<file path="src/rtl/wdog_pkg.sv">
package wdog_pkg;

  localparam int unsigned WD_SEL_W = 4;

  typedef logic [WD_SEL_W-1:0] wd_sel_t;

  // a zero selection means the watchdog is switched off
  function automatic logic wd_sel_off(input wd_sel_t s);
    return s == '0;
  endfunction

  // true when the second now ending is the last one of the selection
  function automatic logic wd_last_sec(input wd_sel_t elapsed, input wd_sel_t sel);
    logic [WD_SEL_W:0] nxt;
    nxt = {1'b0, elapsed} + (WD_SEL_W+1)'(1);
    return nxt == {1'b0, sel};
  endfunction

  // counter width able to hold values 0 .. n-1
  function automatic int unsigned wd_cnt_w(input int unsigned n);
    return (n > 1) ? $clog2(n) : 1;
  endfunction

endpackage

</file>
<file path="src/rtl/wdog_tick_div.sv">
module wdog_tick_div
  import wdog_pkg::*;
#(
  parameter int unsigned CLKS_PER_SEC = 33_000_000
) (
  input  logic clk,
  input  logic rst_n,
  input  logic run,
  input  logic restart,
  output logic tick
);

  localparam int unsigned CW = wd_cnt_w(CLKS_PER_SEC);
  localparam logic [CW-1:0] LAST = CW'(CLKS_PER_SEC - 1);

  logic [CW-1:0] cnt;

  always_ff @(posedge clk) begin
    if (!rst_n) begin
      cnt <= '0;
    end else if (!run || restart || cnt == LAST) begin
      cnt <= '0;
    end else begin
      cnt <= cnt + CW'(1);
    end
  end

  assign tick = run && !restart && (cnt == LAST);

  // the divider never wanders past one second
  p_div_in_range_r3: assert property (@(posedge clk) disable iff (!rst_n)
    cnt <= LAST);

  // a restart always brings the divider back to zero
  p_restart_clears_r7: assert property (@(posedge clk) disable iff (!rst_n)
    restart |=> cnt == '0);

endmodule

</file>
<file path="src/rtl/wdog_sec_timer.sv">
module wdog_sec_timer
  import wdog_pkg::*;
(
  input  logic    clk,
  input  logic    rst_n,
  input  logic    sel_wr,
  input  wd_sel_t sel_wdata,
  input  logic    tick,
  output logic    armed,
  output logic    expire
);

  wd_sel_t sel_q;
  wd_sel_t elapsed;

  // a write in the same cycle overrides the expiry
  assign expire = armed && tick && !sel_wr && wd_last_sec(elapsed, sel_q);

  always_ff @(posedge clk) begin
    if (!rst_n) begin
      sel_q   <= '0;
      elapsed <= '0;
      armed   <= 1'b0;
    end else if (sel_wr) begin
      sel_q   <= sel_wdata;
      elapsed <= '0;
      armed   <= !wd_sel_off(sel_wdata);
    end else if (expire) begin
      elapsed <= '0;
      armed   <= 1'b0;
    end else if (armed && tick) begin
      elapsed <= elapsed + wd_sel_t'(1);
    end
  end

  p_zero_write_disarms_r2: assert property (@(posedge clk) disable iff (!rst_n)
    (sel_wr && wd_sel_off(sel_wdata)) |=> !armed);

  p_nonzero_write_arms_r7: assert property (@(posedge clk) disable iff (!rst_n)
    (sel_wr && !wd_sel_off(sel_wdata)) |=> (armed && elapsed == '0));

  p_elapsed_below_sel_r3: assert property (@(posedge clk) disable iff (!rst_n)
    armed |-> (elapsed < sel_q));

  p_expire_disarms_r6: assert property (@(posedge clk) disable iff (!rst_n)
    expire |=> !armed);

endmodule

</file>
<file path="src/rtl/wdog_rst_pulse.sv">
module wdog_rst_pulse
  import wdog_pkg::*;
#(
  parameter int unsigned PULSE_LEN = 16
) (
  input  logic clk,
  input  logic rst_n,
  input  logic fire,
  output logic sys_rst_n
);

  localparam int unsigned PW = wd_cnt_w(PULSE_LEN + 1);
  localparam logic [PW-1:0] PLEN = PW'(PULSE_LEN);

  logic [PW-1:0] pcnt;
  logic [PW-1:0] pcnt_nxt;

  always_comb begin
    if (fire) begin
      pcnt_nxt = PLEN;
    end else if (pcnt != '0) begin
      pcnt_nxt = pcnt - PW'(1);
    end else begin
      pcnt_nxt = '0;
    end
  end

  always_ff @(posedge clk) begin
    if (!rst_n) begin
      pcnt      <= '0;
      sys_rst_n <= 1'b1;
    end else begin
      pcnt      <= pcnt_nxt;
      sys_rst_n <= (pcnt_nxt == '0);
    end
  end

  p_fire_drives_low_r4: assert property (@(posedge clk) disable iff (!rst_n)
    fire |=> !sys_rst_n);

  p_pulse_release_r4: assert property (@(posedge clk) disable iff (!rst_n)
    (!fire && pcnt == PW'(1)) |=> sys_rst_n);

  p_low_only_counting_r4: assert property (@(posedge clk) disable iff (!rst_n)
    !sys_rst_n |-> (pcnt != '0));

endmodule

</file>
<file path="src/rtl/wdog_reset_ctrl.sv">
module wdog_reset_ctrl
  import wdog_pkg::*;
#(
  parameter int unsigned CLKS_PER_SEC = 33_000_000,
  parameter int unsigned PULSE_LEN    = 16
) (
  input  logic                clk,
  input  logic                rst_n,
  input  logic                sel_wr,
  input  logic [WD_SEL_W-1:0] sel_wdata,
  input  logic                flag_wr,
  input  logic                flag_wdata,
  input  logic                revert_wr,
  input  logic                revert_wdata,
  output logic                sys_rst_n,
  output logic                tmo_flag,
  output logic                revert_src
);

  logic armed;
  logic sec_tick;
  logic expire;

  wdog_tick_div #(.CLKS_PER_SEC(CLKS_PER_SEC)) u_div (
    .clk     (clk),
    .rst_n   (rst_n),
    .run     (armed),
    .restart (sel_wr),
    .tick    (sec_tick)
  );

  wdog_sec_timer u_timer (
    .clk       (clk),
    .rst_n     (rst_n),
    .sel_wr    (sel_wr),
    .sel_wdata (sel_wdata),
    .tick      (sec_tick),
    .armed     (armed),
    .expire    (expire)
  );

  wdog_rst_pulse #(.PULSE_LEN(PULSE_LEN)) u_pulse (
    .clk       (clk),
    .rst_n     (rst_n),
    .fire      (expire),
    .sys_rst_n (sys_rst_n)
  );

  // sticky status: an expiry outranks a clear in the same cycle
  always_ff @(posedge clk) begin
    if (!rst_n) begin
      tmo_flag <= 1'b0;
    end else if (expire) begin
      tmo_flag <= 1'b1;
    end else if (flag_wr && !flag_wdata) begin
      tmo_flag <= 1'b0;
    end
  end

  always_ff @(posedge clk) begin
    if (!rst_n) begin
      revert_src <= 1'b0;
    end else if (revert_wr) begin
      revert_src <= revert_wdata;
    end
  end

  p_flag_set_r5: assert property (@(posedge clk) disable iff (!rst_n)
    expire |=> tmo_flag);

  p_flag_sticky_r5: assert property (@(posedge clk) disable iff (!rst_n)
    (tmo_flag && !(flag_wr && !flag_wdata)) |=> tmo_flag);

  p_flag_with_pulse_r5: assert property (@(posedge clk) disable iff (!rst_n)
    $fell(sys_rst_n) |-> tmo_flag);

  p_revert_hold_r9: assert property (@(posedge clk) disable iff (!rst_n)
    !revert_wr |=> $stable(revert_src));

  p_no_pulse_idle_r6: assert property (@(posedge clk) disable iff (!rst_n)
    !armed |=> !$fell(sys_rst_n));

endmodule

</file>
<file path="config.mk">
export PLATFORM = sky130hd
export DESIGN_NAME = wdog_reset_ctrl
export DESIGN_NICKNAME = d
export VERILOG_FILES = /design/src/rtl/wdog_pkg.sv /design/src/rtl/wdog_tick_div.sv /design/src/rtl/wdog_sec_timer.sv /design/src/rtl/wdog_rst_pulse.sv /design/src/rtl/wdog_reset_ctrl.sv
export SDC_FILE = /design/constraint.sdc
export NUM_CORES = 1
export LEC_CHECK = 0
export ABC_AREA = 1
export CORE_ASPECT_RATIO = 2
export CORE_UTILIZATION = 59
export CTS_CLUSTER_SIZE = 12
export DETAILED_ROUTE_END_ITERATION = 10
export PLACE_DENSITY = 0.79
export SYNTH_ARGS = -nofsm -noshare
export SYNTH_HDL_FRONTEND = slang
export SYNTH_SLANG_ARGS = --single-unit
</file>
<file path="constraint.sdc">
create_clock -name clk -period 2.2 [get_ports clk]
set_input_delay 0.44 -clock clk [delete_from_list [all_inputs] [get_ports clk]]
set_output_delay 0.44 -clock clk [all_outputs]
set_load 0.005 [all_outputs]
</file>
Word level (Yosys, flattened, before mapping)
Cells that the tools add are included.
{"block": "word_totals", "reg_bits": 42, "in_bits": 11, "output_inout_bits": 3}
{"block": "classes", "n_addsub": 4, "n_eq_ne": 2, "muxes": 6, "bitwise_logic": 1, "reduce_logical": 19}
{"operator": "adder 25 x 1 -> 25 bit, second input constant", "count": 1}
{"operator": "equality test 25 bit, second input constant", "count": 1}
{"operator": "two-way mux 5 bit", "count": 2}
{"operator": "logical AND 1 bit", "count": 6}
{"operator": "adder 4 x 1 -> 5 bit, second input constant", "count": 1}
{"operator": "equality test 5 x 4 -> 1 bit", "count": 1}
{"operator": "logical NOT 5 bit", "count": 1}
{"operator": "nonzero test 5 bit", "count": 1}
{"operator": "subtractor 5 x 1 -> 5 bit, second input constant", "count": 1}
{"operator": "adder 4 x 1 -> 4 bit, second input constant", "count": 1}
{"operator": "logical NOT 1 bit", "count": 4}
{"operator": "logical NOT 4 bit", "count": 1}
{"operator": "two-way mux 1 bit", "count": 4}
{"operator": "nonzero test 2 bit", "count": 2}
{"operator": "OR reduction 3 bit", "count": 1}
{"operator": "logical OR 1 bit", "count": 2}
{"operator": "OR reduction 2 bit", "count": 1}
{"operator": "inverter 1 bit", "count": 1}

Depth between registers and ports, before layout
{"block": "logic_depth", "word_depth": 8, "depth_mapped": 13, "depth_no_buf": 13}

Hierarchy
From an unflattened synthesis, not the netlist that was laid out.
{"block": "hier_totals", "cells_unflattened": 337, "area_unflattened_um2": 2259.7}
{"mod": "wdog_tick_div", "n_inst": 1, "cells_each": 211, "area_each_um2": 1371.3, "seq_area_each_um2": 500.5}
{"mod": "wdog_sec_timer", "n_inst": 1, "cells_each": 73, "area_each_um2": 505.5, "seq_area_each_um2": 180.2}
{"mod": "wdog_rst_pulse", "n_inst": 1, "cells_each": 42, "area_each_um2": 301.5, "seq_area_each_um2": 120.1}
{"mod": "wdog_reset_ctrl", "n_inst": 1, "cells_each": 11, "area_each_um2": 81.3, "seq_area_each_um2": 40.0}

Least setup slack after synthesis
OpenSTA, ideal clock, no wires.
{"block": "synth_path", "path_kind": "register to register", "from": "reg u_div.cnt[0]", "to": "reg u_pulse.sys_rst_n", "arrival_time_ns": 1.437, "slack_ns": 0.650, "stages_incl_launch_ff": 11, "path_buffers": 0, "period_less_slack_ns": 1.550, "cell_sequence": "dfxtp_1 > ha_1 > nand2_2 > nor2_4 > nand2_2 > nor2_4 > nand3_2 > nor2_4 > nor2_2 > nand3_1 > nand2_1"}
{"block": "synth_via", "elab_chain_len": 7}
{"item": "from (decl)", "line_no": "wdog_tick_div.sv:16", "rtl": "logic [CW-1:0] cnt;"}
{"item": "from (signal assigned)", "line_no": "wdog_tick_div.sv:24", "rtl": "cnt <= cnt + CW'(1);"}
{"item": "equality test 25 bit", "line_no": "wdog_tick_div.sv:28", "rtl": "assign tick = run && !restart && (cnt == LAST);"}
{"item": "logical AND 1 bit", "line_no": "wdog_tick_div.sv:28"}
{"item": "logical AND 1 bit (3 in series)", "line_no": "wdog_sec_timer.sv:17", "rtl": "assign expire = armed && tick && !sel_wr && wd_last_sec(elapsed, sel_q);"}
{"item": "two-way mux 5 bit", "line_no": "wdog_rst_pulse.sv:19", "rtl": "if (fire) begin"}
{"item": "logical NOT 5 bit", "line_no": "wdog_rst_pulse.sv:34", "rtl": "sys_rst_n <= (pcnt_nxt == '0);"}
{"item": "to (signal assigned)", "line_no": "wdog_rst_pulse.sv:34"}
{"item": "to (decl)", "line_no": "wdog_rst_pulse.sv:9", "rtl": "output logic sys_rst_n"}
No other way between the ends.
A chain may end at the register's enable or synchronous reset.

Final worst setup path
{"block": "layout_path", "from": "reg u_div.cnt[0]", "to": "reg u_timer.elapsed[2]"}
{"block": "layout_via", "elab_chain_len": 6}
{"item": "equality test 25 bit *", "line_no": "wdog_tick_div.sv:28"}
{"item": "logical AND 1 bit *", "line_no": "wdog_tick_div.sv:28"}
{"item": "logical AND 1 bit *", "line_no": "wdog_sec_timer.sv:17, wdog_sec_timer.sv:31"}
{"item": "logical AND 1 bit (2 in series)", "line_no": "wdog_sec_timer.sv:17"}
{"item": "OR reduction 3 bit (no line)"}
{"item": "to (signal assigned)", "line_no": "wdog_sec_timer.sv:32", "rtl": "elapsed <= elapsed + wd_sel_t'(1);"}
{"item": "to (decl)", "line_no": "wdog_sec_timer.sv:14", "rtl": "wd_sel_t elapsed;"}
Every way passes the cells marked *; elsewhere a longest branch is shown, timed or not.

==> impl_metrics.tcl <==
set metrics [dict create \
    status "finished, final reports clean" \
    final.min_clock_period_ns 1.852 \
    start_util_pct 62.44 \
    tritoncts "built" \
    comb_power_share_pct 20.5 \
    synth.largest_area_cell "dfxtp_1" \
    detail_route.wl_per_cell_um 12.59 \
    timing.fmax_mhz 539.9 \
    timing.critical_path.arrival_ns 2.03 \
    fin_hold_ws_ns 0.4868 \
    number_of_antenna_violations_at_the_first_check_in_global_routing 0 \
    synth_warnings 0 \
    dpl.cell_count 397 \
    finalNetCount 369 \
    timing.setup.tns_ns 0 \
    setup-violations-final 0 \
    p_int_w 0.001304 \
    critical_path_peak_fanout 5 \
    portion_of_total_power_attributed_to_sequential_cells_pct 46.2 \
    clock_power_share_pct 33.2 \
    power_leakage_nw 0.9150 \
    cts_buffer_depth 2 \
    required_ns 2.38 \
    die_h_um 90.32 \
    die-area_um2 4169 \
    power.density_nw_per_um2 694.6 \
    cts.reportedPaths.clkPinSlew_ns 0.08 \
    synth_sequential_area_ratio_pct 36.54 \
    grt_setup_unrepaired "false" \
    postSynthNetCount 350 \
    dieWidth_um 46.16 \
    vdd_ir_max_mv 0.8684 \
    fraction_of_synthesis_flops_using_an_asynchronous_set_or_reset_pin_pct 0 \
    antenna-diode-count 0 \
    post_synth_instance_area_um2 2301 \
    tritoncts.num_buffers 5 \
    ant_nets 0 \
    std_cell_rows 31 \
    worstSkewPairLatency_ns 0.29 \
    iteration_0_drc_count_of_the_detailed_router 42 \
    crit_end_category "register" \
    post_cts_resize_count 0 \
    fillers 327 \
    cts-hold-fix-buffers 0 \
    grt_max_degree 14 \
    cts_sinks 42 \
    mostFrequentLayoutCells "nand2_1 (73), nor2_1 (42), dfxtp_1 (42), inv_1 (40), a21oi_1 (24)" \
    layout-drive-gt1-share_pct 13.76 \
    area_delta_synth_final_pct 12.94 \
    first_pass_iters 5 \
    setup.worst_path.start_class "register" \
    route.detailed.vias_per_inst 5.277 \
    avgSynthCellArea_um2 6.848 \
    global_route.overflow_total 0 \
    post_synth_main_area_contributors "dfxtp_1 (37%), nand2_1 (12%), nor2_1 (6.9%), inv_1 (6.5%), a21oi_1 (5.2%)" \
    max-slew-margin-rel_pct 79.77 \
    place.detailed.hpwl_um 4035 \
    post-route-drc-count 0 \
    root_buffer "clkbuf_8" \
    worst_max_slew_pin_slew_ns 0.3011 \
    num_vias 2137 \
    synthesis.instances 336 \
    timing.hold.worst.class "register to register" \
    fp.coreArea_um2 3685 \
    total_switching_power_w 0.0005006 \
    max_cap_viol_count 0 \
    wirelength_um 5100 \
    synthDominantCellAreaShare_pct 36.54 \
    hold_viol_final 0 \
    ys_seq_elements 42 \
    ctsHtreeMaxLevel 2 \
    number_of_global_route_vias_before_repair 2064 \
    grt_first_pass_wirelength_um 8480 \
    final_min_period_over_clock_period_pct 84.19 \
    routabilityCongestion 0.9412 \
    fin_cells 405 \
    synth_enable_flop_cells 0 \
    layout_commonest_cell "nand2_1" \
    post_cts.repair.setup_buffers 0 \
    worst_clock_skew_ns 0.003848 \
    switching_share_pct 27.73 \
    crit_type "register to register" \
    synthDistinctLibCells 32 \
    dominantRegCellSynth "dfxtp_1" \
    globalRouteTotalUtil_pct 27.81 \
    drv_slew 0 \
    port_buffers 13 \
    io_pins 14 \
]
through the flow:
step                setup WS, ns  total power (W)  utilization (%)  area (um^2)
finish                    0.3478         0.001805            70.53         2599
CTS                       0.3288         0.001820            70.53         2599
global placement          0.2368         0.001222            67.57         2490
global route              0.1834         0.001929            70.53         2599
detailed placement        0.1861         0.001229            67.57         2490
floorplan                 0.6503         0.001134                -         2301
cells in the mapped netlist, types with 2 or more instances:
library cell   n
nor2_2         6
inv_2         10
nand3_1       23
nor3_1        11
nand3_2        3
nor2_4         5
or2_2          3
a21oi_1       24
o21bai_1       2
nand2_2        6
inv_1         40
nor3_2         2
buf_2          2
nand2_1       73
o21ai_2        2
dfxtp_1       42
nor2_1        42
nand4_1       10
xor2_1         7
ha_1           3
o21ai_0        7
xnor2_1        3
kinds of logic after synthesis:
group           Yosys count  share of synthesized area [%]
simple gates            192                          40.57
flops                    42                          36.54
fa+ha+maj                 3                          1.631
compound gates           36                          8.537
xor+xnor                 10                          3.807
buf+inv                  53                          8.918
power by group through the flow:
stage | logic (W) | clock network, W | registers [W]
floorplan | 0.000285 | 0 | 0.000849
global placement | 0.000371 | 0 | 0.000851
detailed placement | 0.000377 | 0 | 0.000852
CTS | 0.000380 | 0.000606 | 0.000834
global route | 0.000440 | 0.000648 | 0.000841
finish | 0.000371 | 0.000600 | 0.000834
layer usage:
metal | wire length, um | global-route usage [%]
met1 | 1824 | 25.48
met2 | 2973 | 52.46
met3 | 110 | 3.200
met4 | 192 | 15.44
met5 | 0 | 0
final timing paths:
kind                startpoint  cells past startpoint  slack (ns)            endpoint
setup reg to reg  u_div.cnt[0]                     10        0.35  u_timer.elapsed[2]
hold reg to reg   u_div.cnt[0]                      1        0.49        u_div.cnt[0]
setup / recovery  u_div.cnt[0]                     10        0.35  u_timer.elapsed[2]
hold / removal    u_div.cnt[0]                      1        0.49        u_div.cnt[0]
area by class of cell:
class	instances	area, um^2	share of cell area (%)
Multi-Input combinational cell	241	1255	48.29
Sequential cell	42	840.8	32.35
Inverter	50	187.7	7.222
Timing Repair Buffer	15	145.1	5.585
Clock buffer	5	68.82	2.648
Tap cell	49	61.31	2.359
Clock inverter	3	40.04	1.541
state kept, by name (all words and copies together) (netlist names):
signal / count
u_timer.armed: 1
u_div.cnt: 25
revert_src: 1
u_timer.sel_q: 4
u_timer.elapsed: 4
tmo_flag: 1
u_pulse.pcnt: 5
u_pulse.sys_rst_n: 1
worst max-delay path, stage by stage, from the launching register on:
cell     delay, ns
dfxtp_1       0.40
ha_1          0.25
nand2_2       0.09
nor2_4        0.17
nand2_2       0.11
nor2_4        0.13
nand2_2       0.08
nor2_4        0.14
nand2_2       0.11
nand2_1       0.17
a21oi_1       0.08
(Power assumes the default switching activity.)
